--- src/rtl/i2s_tx_pkg.sv ---
package i2s_tx_pkg;

    localparam int SLOT_W  = 32;
    localparam int FRAME_W = 2 * SLOT_W;

    typedef enum logic [1:0] {
        WL_16  = 2'd0,
        WL_24  = 2'd1,
        WL_32  = 2'd2,
        WL_RSV = 2'd3
    } wlen_e;

    typedef struct packed {
        logic  first_delay;
        logic  ws_pol;
        logic  sck_inv;
        logic  rjust;
        wlen_e wlen;
    } txcfg_t;

    function automatic int unsigned word_bits(input wlen_e wl);
        case (wl)
            WL_16:   return 16;
            WL_24:   return 24;
            default: return SLOT_W;
        endcase
    endfunction

    // Position a sample of the chosen length inside one slot; unused bits zero.
    function automatic logic [SLOT_W-1:0] place_word(input logic [SLOT_W-1:0] smp,
                                                     input wlen_e wl,
                                                     input logic rj);
        int unsigned       nb;
        logic [SLOT_W-1:0] mask;
        logic [SLOT_W-1:0] kept;
        nb   = word_bits(wl);
        mask = (nb >= SLOT_W) ? {SLOT_W{1'b1}} : ~({SLOT_W{1'b1}} << nb);
        kept = smp & mask;
        return rj ? kept : (kept << (SLOT_W - nb));
    endfunction

endpackage

--- src/rtl/i2s_bit_timer.sv ---
module i2s_bit_timer #(
    parameter int FRAME_BITS = 64,
    parameter int IDX_W      = $clog2(FRAME_BITS)
) (
    input  logic             clk,
    input  logic             rst,
    input  logic             en,
    input  logic             tick,
    output logic             phase,
    output logic             active,
    output logic [IDX_W-1:0] bit_idx,
    output logic             launch,
    output logic             frame_start
);
    localparam logic [IDX_W-1:0] LAST = IDX_W'(FRAME_BITS - 1);

    assign launch      = en & tick & phase;
    assign frame_start = launch & (bit_idx == LAST);

    always_ff @(posedge clk) begin
        if (rst || !en) begin
            phase   <= 1'b0;
            active  <= 1'b0;
            bit_idx <= LAST;
        end else begin
            if (tick) phase <= ~phase;
            if (launch) begin
                active  <= 1'b1;
                bit_idx <= (bit_idx == LAST) ? '0 : bit_idx + 1'b1;
            end
        end
    end
endmodule

--- src/rtl/pcm_pair_buffer.sv ---
module pcm_pair_buffer #(
    parameter int W = 32
) (
    input  logic         clk,
    input  logic         rst,
    input  logic         in_valid,
    input  logic [W-1:0] in_left,
    input  logic [W-1:0] in_right,
    output logic         in_ready,
    input  logic         take,
    output logic         full,
    output logic [W-1:0] held_left,
    output logic [W-1:0] held_right
);
    assign in_ready = ~full;

    always_ff @(posedge clk) begin
        if (rst) begin
            full       <= 1'b0;
            held_left  <= '0;
            held_right <= '0;
        end else begin
            if (take) full <= 1'b0;
            if (in_valid && in_ready) begin
                full       <= 1'b1;
                held_left  <= in_left;
                held_right <= in_right;
            end
        end
    end
endmodule

--- src/rtl/i2s_frame_shifter.sv ---
module i2s_frame_shifter #(
    parameter int FRAME_BITS = 64
) (
    input  logic                  clk,
    input  logic                  rst,
    input  logic                  en,
    input  logic                  launch,
    input  logic                  load,
    input  logic [FRAME_BITS-1:0] frame_vec,
    input  logic                  delay,
    output logic                  sdo
);
    localparam int MSB = FRAME_BITS - 1;
    logic [FRAME_BITS-1:0] sh;

    always_ff @(posedge clk) begin
        if (rst || !en) begin
            sh  <= '0;
            sdo <= 1'b0;
        end else if (launch) begin
            if (load && delay) begin
                sdo <= sh[MSB];          // tail of previous frame
                sh  <= frame_vec;
            end else if (load) begin
                sdo <= frame_vec[MSB];
                sh  <= frame_vec << 1;
            end else begin
                sdo <= sh[MSB];
                sh  <= sh << 1;
            end
        end
    end
endmodule

--- src/rtl/pcm_i2s_tx.sv ---
module pcm_i2s_tx
    import i2s_tx_pkg::*;
(
    input  logic        clk,
    input  logic        rst,
    input  logic        en,
    input  logic        tick,
    input  logic        cfg_first_delay,
    input  logic        cfg_ws_pol,
    input  logic        cfg_sck_inv,
    input  logic        cfg_rjust,
    input  logic [1:0]  cfg_wlen,
    input  logic        in_valid,
    input  logic [31:0] in_left,
    input  logic [31:0] in_right,
    output logic        in_ready,
    output logic        sck,
    output logic        ws,
    output logic        sdo,
    output logic        underflow
);
    localparam int IDX_W = $clog2(FRAME_W);

    txcfg_t cfg;
    assign cfg = '{first_delay: cfg_first_delay, ws_pol: cfg_ws_pol,
                   sck_inv: cfg_sck_inv, rjust: cfg_rjust, wlen: wlen_e'(cfg_wlen)};

    logic             phase, active, launch, frame_start;
    logic [IDX_W-1:0] bit_idx;
    logic             hold_full;
    logic [SLOT_W-1:0] hold_l, hold_r;
    logic [SLOT_W-1:0] raw  [2];
    logic [SLOT_W-1:0] slot [2];
    logic [FRAME_W-1:0] frame_vec;
    logic             rj_eff;

    i2s_bit_timer #(.FRAME_BITS(FRAME_W)) u_timer (
        .clk(clk), .rst(rst), .en(en), .tick(tick),
        .phase(phase), .active(active), .bit_idx(bit_idx),
        .launch(launch), .frame_start(frame_start)
    );

    pcm_pair_buffer #(.W(SLOT_W)) u_hold (
        .clk(clk), .rst(rst), .in_valid(in_valid),
        .in_left(in_left), .in_right(in_right), .in_ready(in_ready),
        .take(frame_start), .full(hold_full),
        .held_left(hold_l), .held_right(hold_r)
    );

    assign rj_eff = cfg.rjust & ~cfg.first_delay;
    assign raw[0] = hold_l;
    assign raw[1] = hold_r;

    for (genvar c = 0; c < 2; c++) begin : g_slot
        assign slot[c] = place_word(raw[c], cfg.wlen, rj_eff);
    end

    assign frame_vec = hold_full ? {slot[0], slot[1]} : '0;

    i2s_frame_shifter #(.FRAME_BITS(FRAME_W)) u_shift (
        .clk(clk), .rst(rst), .en(en), .launch(launch), .load(frame_start),
        .frame_vec(frame_vec), .delay(cfg.first_delay), .sdo(sdo)
    );

    always_ff @(posedge clk) begin
        if (rst || !en) underflow <= 1'b0;
        else            underflow <= frame_start & ~hold_full;
    end

    assign sck = phase ^ cfg.sck_inv;
    assign ws  = active ? ((bit_idx >= IDX_W'(SLOT_W)) ^ cfg.ws_pol) : cfg.ws_pol;
endmodule

--- config.mk ---
export PLATFORM = sky130hd
export DESIGN_NAME = pcm_i2s_tx
export DESIGN_NICKNAME = d
export VERILOG_FILES = /design/src/rtl/i2s_tx_pkg.sv /design/src/rtl/i2s_bit_timer.sv /design/src/rtl/pcm_pair_buffer.sv /design/src/rtl/i2s_frame_shifter.sv /design/src/rtl/pcm_i2s_tx.sv
export SDC_FILE = /design/constraint.sdc
export NUM_CORES = 1
export LEC_CHECK = 0
export BUFFER_PORTS_ARGS = -buffer_cell sky130_fd_sc_hd__buf_2
export CORE_MARGIN = 2
export CORE_UTILIZATION = 36
export CTS_BUF_LIST = sky130_fd_sc_hd__clkbuf_8
export DETAILED_ROUTE_END_ITERATION = 10
export GPL_ROUTABILITY_DRIVEN = 0
export PLACE_DENSITY = 0.57
export REMOVE_ABC_BUFFERS = 1
export SLEW_MARGIN = 10
export SYNTH_ARGS = -nofsm -noshare
export SYNTH_HDL_FRONTEND = slang
export SYNTH_SLANG_ARGS = --single-unit
--- constraint.sdc ---
create_clock -name clk -period 2.8 [get_ports clk]
set_clock_uncertainty 0.2 [all_clocks]
set_input_delay 0.42 -clock clk [delete_from_list [all_inputs] [get_ports clk]]
set_output_delay 0.42 -clock clk [all_outputs]
set_load 0.005 [all_outputs]
; Word-level counts from Yosys, hierarchy flattened
; Index checks and enable logic that the tools add are counted.
[word_totals]
regBits = 139
inputBits = 75
word_cells = 50
[classes]
addsub = 2
magnitude_cmp = 2
n_eq_ne = 2
shift = 3
muxes = 13
bitwise_logic = 13
reduce_logical = 6
[ops]
columns = operator, count
row1 = $mux W64, 3
row2 = $mux W32, 3
row3 = $and A32 B32 Y32, 2
row4 = $shl A32 B32 Y32, 2
row5 = $ge A32 B6 Y1 const B, 1
row6 = $not A32 Y32, 1
row7 = $shl A32 B32 Y32 const A, 1
row8 = $sub A6 B32 Y32 const A, 1
row9 = $pmux W6 S2, 1
row10 = $add A6 B1 Y6 const B, 1
row11 = $eq A6 B6 Y1 const B, 1
row12 = $ge A6 B6 Y1 const B, 1
row13 = $mux W6, 1
row14 = $and A1 B1 Y1, 5
row15 = $mux W1, 5
row16 = $not A1 Y1, 3
row17 = $eq A2 B1 Y1 const B, 1
row18 = $logic_and A1 B1 Y1, 2
row19 = $logic_not A2 Y1, 1
row20 = $reduce_bool A2 Y1, 1
row21 = $xor A1 B1 Y1, 2
row22 = $logic_not A1 Y1, 1
row23 = $logic_or A1 B1 Y1, 1

; Longest topological paths before layout
[logic_depth]
depth_word = 11
mapped_depth = 8
ltp_nobuf = 6

; By module
; A second synthesis with hierarchy kept.
[unflattened]
hier_cells = 984
area_unflattened_um2 = 8777.2
[by_module_without_submodules]
columns = mod, n_inst, cells_each, area_each_um2
row1 = i2s_frame_shifter, 1, 430, 3726.1
row2 = pcm_pair_buffer, 1, 296, 3269.4
row3 = pcm_i2s_tx, 1, 216, 1405.1
row4 = i2s_bit_timer, 1, 42, 376.6

; Worst setup path after synthesis
; No wires, ideal clock.
[synth_path]
kind = reg2reg
start = register u_timer.bit_idx[0]
end = register u_shift.sh[19]
setup_time_ns = 0.119
t_arrival_ns = 1.647
t_required_ns = 2.481
slack_ns = 0.834
stages_incl_launch_ff = 7
path_buffers = 1
period_less_slack_ns = 1.966
cell_sequence = dfxtp_1 ha_1 nand3_4 or2_4 buf_6 a221o_1 o221a_1
[synth_via]
elab_chain_cells = 4
[synth_lines]
columns = item, line_no
row1 = start: declaration, i2s_bit_timer.sv:11  ; output logic [IDX_W-1:0] bit_idx,
row2 = start signal: assignment, i2s_bit_timer.sv:29  ; bit_idx <= (bit_idx == LAST) ? '0 : bit_idx + 1'b1;
row3 = $eq A6 B6 Y1 *, i2s_bit_timer.sv:18  ; assign frame_start = launch & (bit_idx == LAST);
row4 = $and A1 B1 Y1 *, i2s_bit_timer.sv:18
row5 = $mux W64 / $logic_and A1 B1 Y1 (equally long branches), "i2s_frame_shifter.sv:24, i2s_frame_shifter.sv:21"
row6 = $mux W64 *, i2s_frame_shifter.sv:21  ; if (load && delay) begin
row7 = end signal: assignment, i2s_frame_shifter.sv:23  ; sh <= frame_vec;
row8 = end signal: assignment, i2s_frame_shifter.sv:26  ; sh <= frame_vec << 1;
row9 = end signal: assignment, i2s_frame_shifter.sv:29  ; sh <= sh << 1;
row10 = end: declaration, i2s_frame_shifter.sv:14  ; logic [FRAME_BITS-1:0] sh;
; Mark *: on every way between the ends. The rest lies on a longest branch, timed or not.
; A chain may end at the register's enable or synchronous reset.

; Worst setup path in the final report
[layout_path]
start = register u_timer.bit_idx[0]
end = register u_shift.sh[56]
; Same word-level chain as after synthesis.

==> impl_metrics.json <==
{
  "drt-vias-per-instance": 5.50,
  "setup.worst_path.end_class": "register",
  "first_pass_iters": 5,
  "worstReg2RegEnd": "u_shift.sh[56]$_SDFFE_PP0P_",
  "dp_hpwl_mm": 14.5,
  "min_path_type": "input pin to register",
  "reg2reg_from": "u_timer.bit_idx[0]$_SDFFE_PP1P_",
  "reg2reg_slack_ps": 340,
  "instances_no_fill": 1240,
  "yosysTopAreaCell": "dfxtp_1",
  "synthTopCellsByCount": "nand2_1, a21oi_1, dfxtp_1, o21ai_0, clkbuf_1",
  "clk_latency_ps": 470,
  "period_share": 0.879,
  "crit_fanout": 33,
  "synth_most_common_cell": "nand2_1",
  "setup_viol": 0,
  "cp.arrival_ps": 2660,
  "worst-r2r-cell-count": 6,
  "syn2layout_area_growth_pct": 24.0,
  "postSynthCellCount": 880,
  "hold_viol_final": 0,
  "placed_area_um2": 7500,
  "grt_max_degree": 66,
  "regArea_um2": 2780,
  "wl_mm": 21.8,
  "multi_input_area_um2": 3730,
  "crit_type": "register to register",
  "clk_path_buf_depth": 2,
  "vias": 6822,
  "start_util": 0.369,
  "power_density_nw_per_um2": 533,
  "drc": 0,
  "hold_depth": 3,
  "drtAntennaViolNets": 0,
  "vdd_ir_drop_max_uv": 316,
  "maxCapViolations": 0,
  "startpoint_type": "register",
  "hold_end": "u_timer.phase$_SDFFE_PP0P_",
  "tns_ps": 0,
  "drive_above_1_share": 0.162,
  "hold_ws_ps": 60.8,
  "synth-seq-cells": 139,
  "die-area_um2": 20400,
  "syn_area_um2": 6930,
  "wire_per_inst_um": 17.6,
  "crit_required_ps": 2990,
  "fmax_mhz": 406,
  "ctsHoldBuffers": 64,
  "die_w_um": 143,
  "worst_pin_slew_ps": 710,
  "slew_headroom": 0.526,
  "numCtsBuffers": 17,
  "overflow": 0,
  "syn_area_per_cell_um2": 7.87,
  "design_area_um2": 8590,
  "min_from": "tick",
  "post_cts_buffers": 0,
  "drv_slew": 0,
  "ios": 80,
  "grt.total_usage": 0.214,
  "grt_pass1_vias": 6192,
  "rows": 50,
  "status": "finished, final reports clean",
  "nets": 1070,
  "synth_top_area_frac": 0.402,
  "synth_edf_count": 0,
  "synth-seq-area-share": 0.402,
  "core_um2": 18800,
  "dp.cells": 1144,
  "fin_crit_ps": 2460,
  "drt-initial-drc-count": 440,
  "num_antenna_cells": 0,
  "ys.flop_type": "dfxtp_1",
  "async_flop_share": 0,
  "clkSinkCount": 139,
  "p_leak_nw": 3.31,
  "antenna_found_initial": 0,
  "synth_warnings": 0,
  "postCtsResizedCells": 0,
  "htree_levels": 4,
  "io_buffers": 79,
  "cts_tree": "done",
  "synth_area_leaders": "dfxtp_1, a21oi_1, nand2_1",
  "synth.distinct_cells": 56,
  "grt_pass1_wl_mm": 33.9,
  "dieHeight_um": 143,
  "fillers": 1899,
  "root_buffer": "clkbuf_8",
  "rsz0062_at_grt": "false",
  "clk_pin_slew_worst_paths_ps": 90
}
==> sequential cells by signal (all words and copies together), names as in the netlist <==
| signal | cells |
|---|---|
| u_shift.sh | 64 |
| u_timer.bit_idx | 6 |
| u_shift.sdo | 1 |
| u_timer.active | 1 |
| u_hold.held_left | 32 |
| underflow | 1 |
| u_hold.held_right | 32 |
| u_hold.full | 1 |
| u_timer.phase | 1 |
==> how the worst max path moves through the flow <==
stage / slack (ps) / cells after the start / end / from
2_1_floorplan: -290 / 3 / u_hold.held_left[0]$_SDFFE_PP0P_ / u_hold.full$_SDFFE_PP0P_
3_3_place_gp: 430 / 6 / u_shift.sh[26]$_SDFFE_PP0P_ / u_timer.bit_idx[0]$_SDFFE_PP1P_
3_5_place_dp: 370 / 6 / u_shift.sh[56]$_SDFFE_PP0P_ / u_timer.bit_idx[0]$_SDFFE_PP1P_
4_1_cts: 360 / 6 / u_shift.sh[56]$_SDFFE_PP0P_ / u_timer.bit_idx[0]$_SDFFE_PP1P_
5_1_grt: 170 / 6 / u_shift.sh[56]$_SDFFE_PP0P_ / u_timer.bit_idx[0]$_SDFFE_PP1P_
6_report: 340 / 6 / u_shift.sh[56]$_SDFFE_PP0P_ / u_timer.bit_idx[0]$_SDFFE_PP1P_
==> logic make-up (layout without fill, tap and decap cells) <==
group	after synthesis	in the layout	share of synthesized area
AOI/OAI and AO/OA	337	337	0.289
and+or+nand+nor	267	267	0.172
DFF	139	139	0.402
buffers and inverters	86	212	0.0619
muxes	43	43	0.0636
xor gates and xnor gates	6	6	0.00759
adders and majority gates	2	2	0.00361
==> through the flow <==
stage / power, W / setup WS (ps) / util
after detailed placement: 0.00272 / 370 / 0.400
after floorplan: 0.00242 / -291 / -
after global routing: 0.00477 / 167 / 0.458
after CTS: 0.00462 / 357 / 0.458
after global placement: 0.00271 / 429 / 0.400
final: 0.00458 / 338 / 0.458
==> critical path, cell delays in order (launching register included) <==
cell and delay, ps:
dfxtp_1 390, ha_1 270, nand3_4 140, or2_4 400, nor3_4 590, a22oi_1 180
a21oi_1 200
==> power breakdown <==
| group | switching, W | internal (W) |
|---|---|---|
| sequential | 0.0000807 | 0.00205 |
| clock | 0.000842 | 0.000996 |
| combinational | 0.000357 | 0.000259 |
| total | 0.00128 | 0.00330 |
==> cell usage in the layout, fill, tap and decap left out, types with 20 or more instances in the layout <==
cell	n
a21oi_1	142
o21ai_0	84
a22oi_1	24
mux2i_1	35
dfxtp_1	139
buf_2	79
a221oi_1	20
dlygate4sd3_1	64
nand2_1	188
and3_1	22
buf_4	31
==> layer usage <==
metal,vias to the layer above,wire length (µm),global-route usage
met5,-,0,0
met4,0,193,0.0495
met3,18,1030,0.0416
met2,186,10200,0.348
met1,3229,10300,0.294
li1,3389,-,-
==> layout make-up <==
type / instances / area share
flip-flops and latches: 139 / 0.324
multi-input cells: 655 / 0.434
clock buffers: 18 / 0.0288
well taps: 234 / 0.0341
clock inverters: 14 / 0.0229
repair buffers: 177 / 0.155
inverters: 3 / 0.00131
Power figures use the tool's default switching activity.
